==> src/rtl/mmu_fsr_pkg.sv <==
package mmu_fsr_pkg;
  localparam int STAT_W   = 10;
  localparam int OW_BIT   = 0;
  localparam int AV_BIT   = 1;

  // Field layout: level [9:8], access index [7:5], kind [4:2], valid [1], overwrite [0]
  function automatic logic [STAT_W-1:0] fsr_fields(input logic [1:0] lvl,
                                                   input logic [2:0] acc,
                                                   input logic [2:0] kind);
    return {lvl, acc, kind, 1'b1, 1'b0};
  endfunction

  typedef struct packed {
    logic inst;
    logic data;
    logic align;
    logic grant;
  } trap_vec_t;
endpackage

==> src/rtl/fsr_status_next.sv <==
module fsr_status_next
  import mmu_fsr_pkg::*;
(
  input  logic [STAT_W-1:0] cur,
  input  logic              fault,
  input  logic [1:0]        lvl,
  input  logic [2:0]        acc,
  input  logic [2:0]        kind,
  input  logic              rd_clr,
  input  logic              wr_en,
  input  logic [STAT_W-1:0] wdata,
  output logic [STAT_W-1:0] nxt
);
  logic [STAT_W-1:0] base;
  logic [STAT_W-1:0] ow_mark;

  always_comb begin
    base    = rd_clr ? '0 : cur;
    ow_mark = '0;
    if (base != '0) ow_mark[OW_BIT] = 1'b1;
    if (fault)      nxt = ow_mark | fsr_fields(lvl, acc, kind);
    else if (wr_en) nxt = wdata;
    else            nxt = base;
  end
endmodule

==> src/rtl/fsr_addr_next.sv <==
module fsr_addr_next #(
  parameter int ADDR_W     = 32,
  parameter int PAGE_SHIFT = 12
) (
  input  logic [ADDR_W-1:0] cur,
  input  logic              fault,
  input  logic [ADDR_W-1:0] vaddr,
  input  logic              ua,
  input  logic [ADDR_W-1:0] ua_addr,
  input  logic              wr_en,
  input  logic [ADDR_W-1:0] wdata,
  output logic [ADDR_W-1:0] nxt
);
  localparam logic [ADDR_W-1:0] PAGE_MASK = {ADDR_W{1'b1}} << PAGE_SHIFT;

  always_comb begin
    if (fault)      nxt = vaddr & PAGE_MASK;
    else if (ua)    nxt = ua_addr;
    else if (wr_en) nxt = wdata;
    else            nxt = cur;
  end
endmodule

==> src/rtl/fsr_trap_decide.sv <==
module fsr_trap_decide
  import mmu_fsr_pkg::*;
(
  input  logic      fault,
  input  logic      ifetch,
  input  logic      nofault_mode,
  input  logic      traps_on,
  input  logic      ua,
  output trap_vec_t nxt
);
  logic quiet;

  always_comb begin
    quiet     = nofault_mode | ~traps_on;
    nxt.grant = fault & quiet;
    nxt.inst  = fault & ~quiet & ifetch;
    nxt.data  = fault & ~quiet & ~ifetch;
    nxt.align = ua;
  end
endmodule

==> src/rtl/mmu_fault_regs.sv <==
module mmu_fault_regs
  import mmu_fsr_pkg::*;
#(
  parameter int ADDR_W     = 32,
  parameter int PAGE_SHIFT = 12
) (
  input  logic              clk,
  input  logic              rst_n,
  input  logic              flt_valid,
  input  logic              flt_ifetch,
  input  logic [1:0]        flt_level,
  input  logic [2:0]        flt_kind,
  input  logic [2:0]        flt_acc_idx,
  input  logic [ADDR_W-1:0] flt_vaddr,
  input  logic              nofault_mode,
  input  logic              traps_on,
  input  logic              ua_valid,
  input  logic [ADDR_W-1:0] ua_addr,
  input  logic              reg_rd,
  input  logic              reg_wr,
  input  logic              reg_sel,
  input  logic [ADDR_W-1:0] reg_wdata,
  output logic [ADDR_W-1:0] reg_rdata,
  output logic              trap_inst,
  output logic              trap_data,
  output logic              trap_align,
  output logic              grant_all
);
  localparam logic SEL_STAT = 1'b0;
  localparam logic SEL_ADDR = 1'b1;

  logic [STAT_W-1:0] stat_q, stat_d;
  logic [ADDR_W-1:0] addr_q, addr_d;
  trap_vec_t         trap_q, trap_d;
  logic              stat_rd, stat_wr, addr_wr;
  logic              stat_en, addr_en;

  assign stat_rd = reg_rd & (reg_sel == SEL_STAT);
  assign stat_wr = reg_wr & (reg_sel == SEL_STAT);
  assign addr_wr = reg_wr & (reg_sel == SEL_ADDR);
  assign stat_en = flt_valid | stat_rd | stat_wr;
  assign addr_en = flt_valid | ua_valid | addr_wr;

  fsr_status_next u_stat (
    .cur   (stat_q),
    .fault (flt_valid),
    .lvl   (flt_level),
    .acc   (flt_acc_idx),
    .kind  (flt_kind),
    .rd_clr(stat_rd),
    .wr_en (stat_wr),
    .wdata (reg_wdata[STAT_W-1:0]),
    .nxt   (stat_d)
  );

  fsr_addr_next #(.ADDR_W(ADDR_W), .PAGE_SHIFT(PAGE_SHIFT)) u_addr (
    .cur    (addr_q),
    .fault  (flt_valid),
    .vaddr  (flt_vaddr),
    .ua     (ua_valid),
    .ua_addr(ua_addr),
    .wr_en  (addr_wr),
    .wdata  (reg_wdata),
    .nxt    (addr_d)
  );

  fsr_trap_decide u_trap (
    .fault       (flt_valid),
    .ifetch      (flt_ifetch),
    .nofault_mode(nofault_mode),
    .traps_on    (traps_on),
    .ua          (ua_valid),
    .nxt         (trap_d)
  );

  always_ff @(posedge clk or negedge rst_n) begin
    if (!rst_n)       stat_q <= '0;
    else if (stat_en) stat_q <= stat_d;
  end

  always_ff @(posedge clk or negedge rst_n) begin
    if (!rst_n)       addr_q <= '0;
    else if (addr_en) addr_q <= addr_d;
  end

  always_ff @(posedge clk or negedge rst_n) begin
    if (!rst_n) trap_q <= '0;
    else        trap_q <= trap_d;
  end

  always_comb begin
    reg_rdata = '0;
    if (reg_sel == SEL_ADDR) reg_rdata = addr_q;
    else                     reg_rdata[STAT_W-1:0] = stat_q;
  end

  assign trap_inst  = trap_q.inst;
  assign trap_data  = trap_q.data;
  assign trap_align = trap_q.align;
  assign grant_all  = trap_q.grant;
endmodule

==> config.mk <==
export PLATFORM = sky130hd
export DESIGN_NAME = mmu_fault_regs
export DESIGN_NICKNAME = d
export VERILOG_FILES = /design/src/rtl/mmu_fsr_pkg.sv /design/src/rtl/fsr_status_next.sv /design/src/rtl/fsr_addr_next.sv /design/src/rtl/fsr_trap_decide.sv /design/src/rtl/mmu_fault_regs.sv
export SDC_FILE = /design/constraint.sdc
export NUM_CORES = 1
export LEC_CHECK = 0
export CORE_ASPECT_RATIO = 0.8
export CORE_MARGIN = 5
export CORE_UTILIZATION = 39
export DETAILED_ROUTE_END_ITERATION = 12
export PLACE_DENSITY = 0.8
export SLEW_MARGIN = 10
export SYNTH_ARGS = -nofsm -noshare
export SYNTH_HDL_FRONTEND = slang
export SYNTH_HIERARCHICAL = 1
export SYNTH_SLANG_ARGS = --single-unit
==> constraint.sdc <==
create_clock -name clk -period 1.6 [get_ports clk]
set_clock_uncertainty 0.05 [all_clocks]
set_input_delay 0.16 -clock clk [delete_from_list [all_inputs] [get_ports clk]]
set_output_delay 0.16 -clock clk [all_outputs]
set_load 0.005 [all_outputs]
Word level (Yosys, flattened, before mapping)
Index checks and enable logic that the tools add are counted.

storage, ports and cells
  flip-flop bits (word level) = 46
  logic and storage cells = 35

operators by class
  multiplexer cells = 9
  bitwise operators = 17
  reductions and logical operators = 3

operators by type and width
  operator            number
  $mux 32             3
  $mux 10             4
  $mux 22             1
  $or 1x10->10        1
  $reduce_bool 10->1  1
  $and 1x1->1         7
  $or 1x1->1          5
  $not 1->1           4
  $reduce_bool 3->1   1
  $reduce_and 2->1    1
  $mux 1              1

Logic depth before layout (Yosys ltp)
  depth in word-level cells = 7
  depth in mapped cells = 8
  mapped depth without buffers = 6

Cells and area by module
Netlist, hierarchy kept.

by module, submodules not included
  module           cells an instance  sequential area each (sq um)  area an instance (sq um)  times used
  mmu_fault_regs   157                1151.1                        2079.5                    1
  fsr_addr_next    134                0.0                           1099.8                    1
  fsr_status_next  39                 0.0                           242.7                     1
  fsr_trap_decide  5                  0.0                           41.3                      1

Worst setup path before layout
OpenSTA, ideal clock, no wires.

  kind = input to register
  start point = input port reg_sel
  end point = register addr_q[3]
  library setup time = 0.127 ns
  setup slack = -0.079 ns
  buffers on the path = 4
  stages on the path = 8
  data arrival time = 1.501 ns
  required time = 1.423 ns
  path through = buf_2 -> buf_2 -> and2_1 -> buf_6 -> buf_12 -> mux2i_1 -> a211oi_2 -> mux2_1

between the ends
  cells in the longest elaborated chain, start to end = 3
  elaborated cells on any way between the ends = 4
  those cells by class = bitwise (2); reduce/logical (2)

ends and longest elaborated chain
  what                                                              RTL line              RTL
  start: declaration                                                mmu_fault_regs.sv:21  input logic reg_sel,
  $and 1x1->1 (*)                                                   mmu_fault_regs.sv:40  assign addr_wr = reg_wr & (reg_sel == SEL_ADDR);
  net addr_wr                                                       mmu_fault_regs.sv:35  logic stat_rd, stat_wr, addr_wr;
  $reduce_bool 3->1 (no line) / $or 1x1->1 (equally long branches)  --
  $reduce_and 2->1 (no line) (*)                                    --
  end signal: assignment                                            mmu_fault_regs.sv:83  else if (addr_en) addr_q <= addr_d;
  end: declaration                                                  mmu_fault_regs.sv:33  logic [ADDR_W-1:0] addr_q, addr_d;

The timed path passes the listed nets; every way through them passes the cells marked *.
A chain may end at the register's enable or synchronous reset.

Worst setup path in the final report
  start point = register addr_q[30]
  end point = output port reg_rdata[30]

between the ends
  cells in the longest elaborated chain, start to end = 1

ends and longest elaborated chain
  what              RTL line              RTL
  $mux 22           mmu_fault_regs.sv:93  if (reg_sel == SEL_ADDR) reg_rdata = addr_q;
  end: declaration  mmu_fault_regs.sv:23  output logic [ADDR_W-1:0] reg_rdata,

Every way passes these cells.

==> metrics <==
GR Util All Layers=19.3%; Tot Pwr=3.38 mW; Initial Util=40.5%; Syn Nets=449; WL/cell=17.8 um; unrepaired setup endpoints after global routing=false; DRT antenna net count=0; sequential area share after synthesis=33.2%; Critical Path AT=1.32 ns; Post-synth EDFFs=0; Netlist cell types=38; antenna violations before repair=0; GRT overflow=0; Mapped Cells=335; Startpoint Class=flip-flop; Layout Nets=606; Ys Warns=6; DR iter-0 viols=181; crit end category=output port; Synth area leaders=dfrtp_1, mux2_2, mux2i_1; pwr dens=645 mW/mm^2; TritonRoute pass-1 iters=4; Logic pwr share=36.8%; Static Leak=2.10 nW; CTS Buffer Depth=2; fin crit share=95.8%; minimum clock period=1.53 ns; Net Sw Frac=28.5%; #FFs+latches synth=46; die height=94.3 um; crit-path max FO=3; Root Driver=clkbuf_8; post-route insts no fill=605; largest net degree at the start of global routing=35; Hold Path Class=input port to asynchronous set/reset pin; final setup vio count=0; DR vias/cell=5.28; synth cell count leaders=dfrtp_1, mux2_2, nor2b_1; internal power=2.42 mW; final hold slack=0.352 ns; placed cell count=581; # H-tree levels=2; first-pass GRT wire length=16800 um; most common cell in the netlist=dfrtp_1; die width=115 um; Max-cap violations=0; Setup WS pre-CTS=-0.411 ns; Die Area=0.0109 sq mm; class of the most critical setup path=flip-flop to output port; # DRC=0; PnR worst setup slack=0.0676 ns; number of global-route vias before repair=3376; Ant. Diodes=0; Final Hold Fails=0; Worst Tran Pin Value=0.593 ns; Reg clk slew, reported paths=0.09 ns; Clk Latency, worst-skew pair=0.29 ns; share of the synthesized area in the top cell type=33.2%; Max Freq=653 MHz; worst endpoint required time=1.39 ns; Util after Layout=61.3%; Via Count=3194; VDD IR max=0.370 mV; area leader, netlist=dfrtp_1; NetSw=0.963 mW; layout cells sized above 1=23.3%; Core Region=0.00856 sq mm; Worst slew margin=60.5%; Seq pwr share=41.3%; Final GP Congestion=0.913; # rows=30; Fillers=725; Syn-to-layout area delta=51.4%; Clk pwr share=21.9%; I/O pins=150; status=finished, final reports clean; Mapped Area=0.00346 sq mm; PortBufs=137; Syn Area/Cell=10.3 sq um; dpl hpwl=8280 um; Synth Flop Type=dfrtp_1; CTS buffer count=5; Sink Count=46; FFs w/ async S/R, synth=100%; CTS tree=done; Final Max Tran Viols=0; final WL=10800 um
-- critical path, stage by stage, from the launching register on --
cell and delay, ns:
dfrtp_1 0.38, and2_1 0.14, clkdlybuf4s50_1 0.51
-- registers in the layout (all words and copies together), names as in the netlist --
register / flops
trap_align: 1
grant_all: 1
trap_inst: 1
stat_q: 10
trap_data: 1
addr_q: 32
-- metrics by stage --
step	instance area [sq um]	setup TNS (ns)
2_1_floorplan	3470	0
3_3_place_gp	5000	-19.59
3_5_place_dp	5000	-21.92
4_1_cts	5220	0
5_1_grt	5240	0
6_report	5240	0
-- worst paths after layout --
check                                     end  cells past startpoint  slack, ns       start
worst max register to register      stat_q[0]                      6       0.17   stat_q[7]
max in group asynchronous           addr_q[5]                      3       0.62       rst_n
worst min-delay path               addr_q[25]                      2       0.35       rst_n
worst max-delay path            reg_rdata[30]                      2       0.07  addr_q[30]
worst min register to register     addr_q[16]                      1       0.48  addr_q[16]
min in group clk                    grant_all                      2       0.43    traps_on
-- cells in the final DEF (no fill, tap or decap), drive strengths merged, types with 2 or more instances in the layout --
master,instances
nand2b,10
clkdlybuf4s50,123
a211oi,32
and2,23
nor3,2
a22oi,6
nor2b,35
nand2,8
dlygate4sd2,10
a21oi,3
inv,13
buf,44
nor3b,22
clkbuf,7
mux2i,32
mux2,42
o21ai,8
dfrtp,46
o32ai,10
nor2,2
-- layout make-up --
type	instances	area, sq um	area share (%)
Clock buffer	6	82.6	1.58
Sequential cell	46	1150	22.0
Timing Repair Buffer	180	1750	33.4
Multi-Input combinational cell	246	2060	39.3
Tap cell	112	140	2.67
Clock inverter	2	12.5	0.239
Inverter	13	48.8	0.931
-- routing by layer --
layer  vias to the layer above  share of wire, %  track usage, %
li1                       1523                 -               -
met1                      1559                43            25.0
met2                       100                50            33.4
met3                        12               5.7            3.35
met4                         0               1.5            4.89
met5                         -                 0               0
-- power by group through the flow --
stage / combinational [mW] / sequential [mW] / clock (mW)
after global placement: 1.16 / 1.42 / 0
after CTS: 1.24 / 1.39 / 0.772
after floorplan: 0.599 / 1.39 / 0
final: 1.24 / 1.40 / 0.740
after detailed placement: 1.19 / 1.43 / 0
after global routing: 1.35 / 1.41 / 0.818
-- logic make-up after synthesis --
group / synth area share, %
AO/OA/AOI/OAI: 15.5
AND/OR/NAND/NOR: 20.4
buffers and inverters: 7.95
multiplexers: 22.9
flip-flops: 33.2
-- timing repair --
| action | CTS | global route |
|---|---|---|
| hold buffers | 1 | 0 |
| buffers inserted | 14 | 1 |
| gates resized for setup | 16 | 6 |
| endpoints found under the hold margin | 23 | 0 |
| pin swaps | 0 | 2 |
| endpoints found under the setup margin | 69 | 49 |
Note: power is estimated with default switching activity, not from simulation.
